File: config.mk
export PLATFORM = sky130hd
export DESIGN_NAME = rail_fault_ctrl
export DESIGN_NICKNAME = d
export VERILOG_FILES = /design/src/rtl/rail_fault_pkg.sv /design/src/rtl/rf_oc_deglitch.sv /design/src/rtl/rf_scg_blank.sv /design/src/rtl/rf_flag_bank.sv /design/src/rtl/rf_pd_ctrl.sv /design/src/rtl/rail_fault_ctrl.sv
export SDC_FILE = /design/constraint.sdc
export NUM_CORES = 1
export LEC_CHECK = 0
export BUFFER_PORTS_ARGS = -buffer_cell sky130_fd_sc_hd__buf_2
export CAP_MARGIN = 20
export CELL_PAD_IN_SITES_DETAIL_PLACEMENT = 1
export CELL_PAD_IN_SITES_GLOBAL_PLACEMENT = 2
export CORE_MARGIN = 10
export CORE_UTILIZATION = 40
export CTS_BUF_LIST = sky130_fd_sc_hd__clkbuf_4 sky130_fd_sc_hd__clkbuf_8
export CTS_CLUSTER_DIAMETER = 50
export CTS_CLUSTER_SIZE = 8
export DETAILED_ROUTE_END_ITERATION = 7
export GPL_TIMING_DRIVEN = 1
export PLACE_DENSITY = 0.91
export SYNTH_ARGS = -nofsm -noshare
export SYNTH_HDL_FRONTEND = slang
export SYNTH_HIERARCHICAL = 1
export SYNTH_SLANG_ARGS = --single-unit
File: constraint.sdc
create_clock -name clk -period 3.4 [get_ports clk]
set_input_delay 0.17 -clock clk [delete_from_list [all_inputs] [get_ports clk]]
set_output_delay 0.17 -clock clk [all_outputs]
set_load 0.01 [all_outputs]
File: src/rtl/rail_fault_pkg.sv
package rail_fault_pkg;

  localparam int KINDS = 4;
  localparam int K_UV  = 0;
  localparam int K_OCP = 1;
  localparam int K_OCN = 2;
  localparam int K_SCG = 3;

  typedef enum logic [1:0] {
    PS_INIT   = 2'd0,
    PS_STBY   = 2'd1,
    PS_ACTIVE = 2'd2
  } pwr_state_e;

  // Bit position of a fault kind for a rail in the flag vector
  function automatic int flag_idx(input int rail, input int kind);
    return rail * KINDS + kind;
  endfunction

  // Rails 0 and 1 share summary group 0, later rails go to group 1
  function automatic int grp_of(input int rail);
    return (rail < 2) ? 0 : 1;
  endfunction

endpackage

File: src/rtl/rf_oc_deglitch.sv
module rf_oc_deglitch #(
  parameter int SHORT_DEGL = 4,
  parameter int LONG_DEGL  = 64
) (
  input  logic clk,
  input  logic rst_n,
  input  logic raw_q,
  input  logic sel_long,
  output logic hit
);
  localparam int CW = $clog2(LONG_DEGL + 1);

  logic [CW-1:0] cnt;
  logic [CW-1:0] thr;

  assign thr = sel_long ? CW'(LONG_DEGL) : CW'(SHORT_DEGL);
  assign hit = raw_q && (cnt == thr - CW'(1));

  always_ff @(posedge clk or negedge rst_n) begin
    if (!rst_n)          cnt <= '0;
    else if (!raw_q)     cnt <= '0;
    else if (cnt < thr)  cnt <= cnt + CW'(1);
  end

  // a confirmation needs the qualified input high on the previous edge too
  assert_oc_needs_history_R4: assert property (@(posedge clk) disable iff (!rst_n)
    hit |-> $past(raw_q));

endmodule

File: src/rtl/rf_scg_blank.sv
module rf_scg_blank #(
  parameter int SCG_BLANK = 16
) (
  input  logic clk,
  input  logic rst_n,
  input  logic started,
  output logic blank
);
  localparam int BW = $clog2(SCG_BLANK + 1);

  logic [BW-1:0] cnt;

  assign blank = started || (cnt != '0);

  always_ff @(posedge clk or negedge rst_n) begin
    if (!rst_n)            cnt <= '0;
    else if (started)      cnt <= BW'(SCG_BLANK);
    else if (cnt != '0)    cnt <= cnt - BW'(1);
  end

  // the window is open on the edge after a start pulse
  assert_blank_after_start_R7: assert property (@(posedge clk) disable iff (!rst_n)
    started |=> blank);

endmodule

File: src/rtl/rf_flag_bank.sv
module rf_flag_bank #(
  parameter int NFLAG = 12,
  parameter int NGRP  = 2
) (
  input  logic             clk,
  input  logic             rst_n,
  input  logic [NFLAG-1:0] set_flags,
  input  logic [NGRP-1:0]  set_grp,
  input  logic             clr_we,
  input  logic [NFLAG-1:0] clr_flags,
  input  logic [NGRP-1:0]  clr_grp,
  output logic [NFLAG-1:0] flags_q,
  output logic [NGRP-1:0]  grp_q
);
  always_ff @(posedge clk or negedge rst_n) begin
    if (!rst_n) begin
      flags_q <= '0;
      grp_q   <= '0;
    end else begin
      flags_q <= (flags_q & ~(clr_we ? clr_flags : '0)) | set_flags;
      grp_q   <= (grp_q   & ~(clr_we ? clr_grp   : '0)) | set_grp;
    end
  end

  // a bit can only fall when a clear was written to it
  generate
    for (genvar b = 0; b < NFLAG; b++) begin : g_fchk
      assert_clear_needs_write_R9: assert property (@(posedge clk) disable iff (!rst_n)
        $fell(flags_q[b]) |-> $past(clr_we && clr_flags[b]));
    end
  endgenerate

endmodule

File: src/rtl/rf_pd_ctrl.sv
module rf_pd_ctrl (
  input  logic clk,
  input  logic rst_n,
  input  logic release_i,
  input  logic seq_up,
  input  logic slot_end,
  input  logic seq_event,
  input  logic scg_event,
  output logic pd_req,
  output logic go_init
);
  logic pend;
  logic fire;

  always_comb begin
    if (scg_event)   fire = 1'b1;
    else if (seq_up) fire = (pend || seq_event) && slot_end;
    else             fire = pend || seq_event;
  end

  always_ff @(posedge clk or negedge rst_n) begin
    if (!rst_n) begin
      pd_req  <= 1'b0;
      go_init <= 1'b0;
      pend    <= 1'b0;
    end else begin
      pd_req  <= (release_i ? 1'b0 : pd_req)  | fire;
      go_init <= (release_i ? 1'b0 : go_init) | scg_event;
      if (release_i || fire) pend <= 1'b0;
      else if (seq_event)    pend <= 1'b1;
    end
  end

  // during a ramp the request only rises on a slot end or for a short
  assert_pd_waits_slot_R8: assert property (@(posedge clk) disable iff (!rst_n)
    ($rose(pd_req) && $past(seq_up)) |-> $past(slot_end || scg_event));

  // a return to INITIALIZE always comes with a power-down request
  assert_init_implies_pd_R6: assert property (@(posedge clk) disable iff (!rst_n)
    go_init |-> pd_req);

endmodule

File: src/rtl/rail_fault_ctrl.sv
module rail_fault_ctrl
  import rail_fault_pkg::*;
#(
  parameter int NUM_RAILS  = 3,
  parameter int SHORT_DEGL = 4,
  parameter int LONG_DEGL  = 64,
  parameter int SCG_BLANK  = 16,
  localparam int NFLAG     = NUM_RAILS * KINDS,
  localparam int NGRP      = 2
) (
  input  logic                 clk,
  input  logic                 rst_n,
  input  logic [1:0]           pwr_state,
  input  logic                 seq_up,
  input  logic                 slot_end,
  input  logic [NUM_RAILS-1:0] uv_raw,
  input  logic [NUM_RAILS-1:0] ocp_raw,
  input  logic [NUM_RAILS-1:0] ocn_raw,
  input  logic [NUM_RAILS-1:0] scg_raw,
  input  logic [NUM_RAILS-1:0] xition_busy,
  input  logic [NUM_RAILS-1:0] rail_started,
  input  logic [NUM_RAILS-1:0] uv_mask,
  input  logic [NUM_RAILS-1:0] long_degl,
  input  logic                 clr_we,
  input  logic [NFLAG-1:0]     clr_flags,
  input  logic [NGRP-1:0]      clr_grp,
  output logic [NFLAG-1:0]     flags,
  output logic [NGRP-1:0]      grp_sum,
  output logic                 irq,
  output logic [NUM_RAILS-1:0] rail_off,
  output logic                 pd_req,
  output logic                 go_init
);
  // Named internal events
  logic [NUM_RAILS-1:0] uv_hit, ocp_hit, ocn_hit, scg_hit, scg_blank;
  logic [NFLAG-1:0]     set_flags;
  logic [NGRP-1:0]      set_grp;
  logic                 release_now;
  logic                 seq_event;

  assign release_now = (pwr_state == PS_INIT) && !seq_up;
  assign uv_hit      = uv_raw & ~uv_mask & ~xition_busy;
  assign scg_hit     = scg_raw & ~scg_blank;
  assign seq_event   = |(uv_hit | ocp_hit | ocn_hit);

  generate
    for (genvar r = 0; r < NUM_RAILS; r++) begin : g_rail
      rf_oc_deglitch #(.SHORT_DEGL(SHORT_DEGL), .LONG_DEGL(LONG_DEGL)) u_ocp (
        .clk(clk), .rst_n(rst_n), .raw_q(ocp_raw[r] & ~xition_busy[r]),
        .sel_long(long_degl[r]), .hit(ocp_hit[r]));
      rf_oc_deglitch #(.SHORT_DEGL(SHORT_DEGL), .LONG_DEGL(LONG_DEGL)) u_ocn (
        .clk(clk), .rst_n(rst_n), .raw_q(ocn_raw[r] & ~xition_busy[r]),
        .sel_long(long_degl[r]), .hit(ocn_hit[r]));
      rf_scg_blank #(.SCG_BLANK(SCG_BLANK)) u_blank (
        .clk(clk), .rst_n(rst_n), .started(rail_started[r]), .blank(scg_blank[r]));

      // an undervoltage flag rises only after a qualified undervoltage
      assert_uv_qualified_R2: assert property (@(posedge clk) disable iff (!rst_n)
        $rose(flags[flag_idx(r, K_UV)]) |-> $past(uv_raw[r] && !uv_mask[r] && !xition_busy[r]));

      // the rail is shut off only together with an OC or SCG flag
      assert_off_has_cause_R5: assert property (@(posedge clk) disable iff (!rst_n)
        $rose(rail_off[r]) |-> (flags[flag_idx(r, K_OCP)] || flags[flag_idx(r, K_OCN)]
                                || flags[flag_idx(r, K_SCG)]));
    end
  endgenerate

  always_comb begin
    set_flags = '0;
    set_grp   = '0;
    for (int r = 0; r < NUM_RAILS; r++) begin
      set_flags[flag_idx(r, K_UV)]  = uv_hit[r];
      set_flags[flag_idx(r, K_OCP)] = ocp_hit[r];
      set_flags[flag_idx(r, K_OCN)] = ocn_hit[r];
      set_flags[flag_idx(r, K_SCG)] = scg_hit[r];
      if (uv_hit[r] || ocp_hit[r] || ocn_hit[r] || scg_hit[r])
        set_grp[grp_of(r)] = 1'b1;
    end
  end

  rf_flag_bank #(.NFLAG(NFLAG), .NGRP(NGRP)) u_bank (
    .clk(clk), .rst_n(rst_n), .set_flags(set_flags), .set_grp(set_grp),
    .clr_we(clr_we), .clr_flags(clr_flags), .clr_grp(clr_grp),
    .flags_q(flags), .grp_q(grp_sum));

  assign irq = |grp_sum;

  always_ff @(posedge clk or negedge rst_n) begin
    if (!rst_n) rail_off <= '0;
    else        rail_off <= (release_now ? '0 : rail_off) | ocp_hit | ocn_hit | scg_hit;
  end

  rf_pd_ctrl u_pd (
    .clk(clk), .rst_n(rst_n), .release_i(release_now), .seq_up(seq_up),
    .slot_end(slot_end), .seq_event(seq_event), .scg_event(|scg_hit),
    .pd_req(pd_req), .go_init(go_init));

endmodule

==> metrics.yaml <==
run_status:
  outcome: "finished, final reports clean"
final_layout:
  utilization_pct: 48.2
  stdcell_count: 676
  antennaDiodeCount: 0
  drive_above_1_share_pct: 20.9
  fin_nets: 597
  synthToLayoutAreaGrowth_pct: 17.3
logic_synthesis:
  syn_avg_cell_area_um2: 9.83
  yosysUniqueCellTypes: 38
  synth_ff_type: "dfrtp_1"
  synth_edf_count: 0
  yosysTopAreaCellShare_pct: 42.9
  synth_top_area_cell: "dfrtp_1"
  synth_top_cells_by_count: "nand2_1, dfrtp_1, mux2i_1"
  synth_seq_cells: 77
  synthesis.nets: 523
  ys_async_sr_fraction_pct: 100
  yosysWarnings: 6
  synth.most_common_cell: "nand2_1"
  synth_area_leaders: "dfrtp_1, mux2i_1, nand2_1"
  ys_seq_area_share_pct: 42.9
  syn_area_um2: 4490
  synth_cells: 457
sta:
  slew-limit-headroom_pct: 41.2
  fin_skew_ns: 0.0124
  setup_viol: 0
  tightest_slew_ns: 0.874
  fmax_mhz: 411
  whs_ns: 0.0292
  rsz0062_at_grt: "no"
  hold_viol: 0
  period_needed_ns: 2.43
  final_max_slew_viol_count: 0
  fin_setup_tns_ns: 0
  fin_crit_sh_pct: 71.6
cts:
  cts_tree: "built"
  cts_buffers: 9
  clockBufferDepth: 2
  cts_setup_buffers: 0
  htreeDepth: 3
  path_clk_slew_ns: 0.09
  clock_latency_ns: 0.36
  cts_root_buf: "clkbuf_8"
  cts_sinks: 77
  cts_resized: 0
global_routing:
  grt_pass1_wl_um: 20000
  grt_usage_pct: 15.0
  grt_pass1_vias: 3979
  gr-total-overflow: 0
  grt_start_max_net_pins: 78
  antenna_found_initial: 0
detailed_routing:
  via_count: 3718
  remaining_drc_errors: 0
  wl_per_cell_um: 17.5
  drt_iter0_drc: 196
  antenna_left: 0
  viasPerCell: 5.50
  firstDrtPassIters: 6
  wirelength_um: 11800
min_path:
  hold_class: "in2reg"
  hold_path_end: "g_rail[1].u_blank/cnt[1]$_DFFE_PN0P_"
  hold_depth: 2
  hp-start: "rail_started[1]"
setup_path:
  rr_endpoint: "u_pd/pend$_DFFE_PN0P_"
  worstPathRequired_ns: 3.66
  crit_path_start_kind: "flip-flop"
  rr_startpoint: "g_rail[0].u_ocp/cnt[2]$_DFFE_PN0P_"
  crit_slowest_cell: "nor4_1"
  max_stage_delay_ns: 0.77
  rrSetupSlack_ns: 0.97
  criticalPathCategory: "reg2reg"
  critPathCaptureType: "flip-flop"
  path_max_fanout: 4
  reg2regPathDepth: 8
  crit_start: "g_rail[0].u_ocp/cnt[2]$_DFFE_PN0P_"
  crit_arrival_ns: 2.69
  path_cells: "inv_1, ha_1, nor4_1, or4_1, nor3_2, nand3_1, or2_1, nor4b_1"
floorplan:
  ios: 65
  rows: 38
  dieArea_um2: 15900
  initial_utilization_pct: 41.1
  fp.coreArea_um2: 10900
  dieHeight_um: 126
  die_w_um: 126
placement:
  dpl.hpwl_um: 8810
  placedCellCount: 658
  routabilityCongestion: 0.855
  io_buffers: 64
power:
  power_leakage_nw: 2.48
  vdd_drop_max_v: 0.000326
  power_density_nw_per_um2: 503
  report.power.total_mw: 2.65
run:
  max_cap_viol_count: 0
-- where the power goes --
group / internal [mW] / switching (mW)
Clock: 0.491 / 0.370
Combinational: 0.296 / 0.322
Sequential: 1.05 / 0.122
Total: 1.84 / 0.814
-- cells by family after synthesis --
group | Yosys count | share of synthesized area [%]
and+or+nand+nor | 217 | 27.0
buffers and inverters | 34 | 3.09
muxes | 36 | 8.02
adders and majority gates | 21 | 5.85
DFF | 77 | 42.9
AOI/OAI and AO/OA | 69 | 12.5
xor gates and xnor gates | 3 | 0.585
-- sequential cells by signal, summed over array words and instances (netlist names) --
register,count
g_rail.u_blank/cnt,15
u_pd/go_init,1
rail_off,3
g_rail.u_ocn/cnt,21
u_pd/pend,1
u_bank/grp_q,2
g_rail.u_ocp/cnt,21
u_bank/flags_q,12
u_pd/pd_req,1
-- repair_timing --
action,in CTS,in global routing
endpoints found under the setup margin,0,0
hold buffers,0,1
hold endpoints to repair,0,41
-- area by class of cell --
type / instances / area [um^2]
clock inverter: 7 / 123
timing repair buffer: 73 / 405
fill: 1271 / 5670
sequential: 77 / 1930
clock buffer: 9 / 124
tap: 140 / 175
inverter: 24 / 90.1
multi-input combinational: 346 / 2420
-- layer usage --
metal	vias to the layer above	global-route usage [%]	wire (um)	share of wire [%]
met2	60	25.7	6020	51
met4	0	4.89	187	1.6
met5	-	0	0	0
met1	1857	18.1	5180	44
li1	1784	-	-	-
met3	17	3.48	440	3.7
-- worst max-delay path, delay by kind of cell (launching register included) --
family | cells | cell delay, ns
fa+ha+maj | 1 | 0.28
flops | 1 | 0.41
buf+inv | 1 | 0.10
simple gates | 6 | 1.56
-- cells in the final DEF (no fill, tap or decap), drive strengths merged, types with 3 or more instances in the layout --
cell type / count
mux2i: 36
a211oi: 9
or2b: 3
a21boi: 6
a211o: 3
nand3b: 3
inv: 25
nand2b: 31
a21o: 18
nand2: 85
bufinv: 3
or2: 5
a21oi: 18
dfrtp: 77
xnor2: 3
o31ai: 6
or4b: 9
buf: 72
nor2: 12
clkbuf: 9
a41oi: 6
nor4: 18
nand4b: 6
or3: 5
ha: 21
nand3: 13
nor2b: 9
or4: 7
nor4b: 7
-- how the worst max path moves through the flow --
stage	to	cells past startpoint	slack, ns
2_1_floorplan	u_pd/pd_req$_DFF_PN0_	8	1.27
3_3_place_gp	u_pd/pd_req$_DFF_PN0_	8	1.15
3_5_place_dp	u_pd/pend$_DFFE_PN0P_	8	1.03
4_1_cts	u_pd/pend$_DFFE_PN0P_	8	0.98
5_1_grt	u_pd/pend$_DFFE_PN0P_	8	0.80
6_report	u_pd/pend$_DFFE_PN0P_	8	0.97
-- metrics by stage --
stage	cell area [um^2]	setup WS [ns]
global route	5270	0.796
global placement	4990	1.15
finish	5270	0.967
detailed placement	4990	1.03
floorplan	4490	1.27
CTS	5240	0.977
No activity file was read; power rests on OpenSTA's default activity.
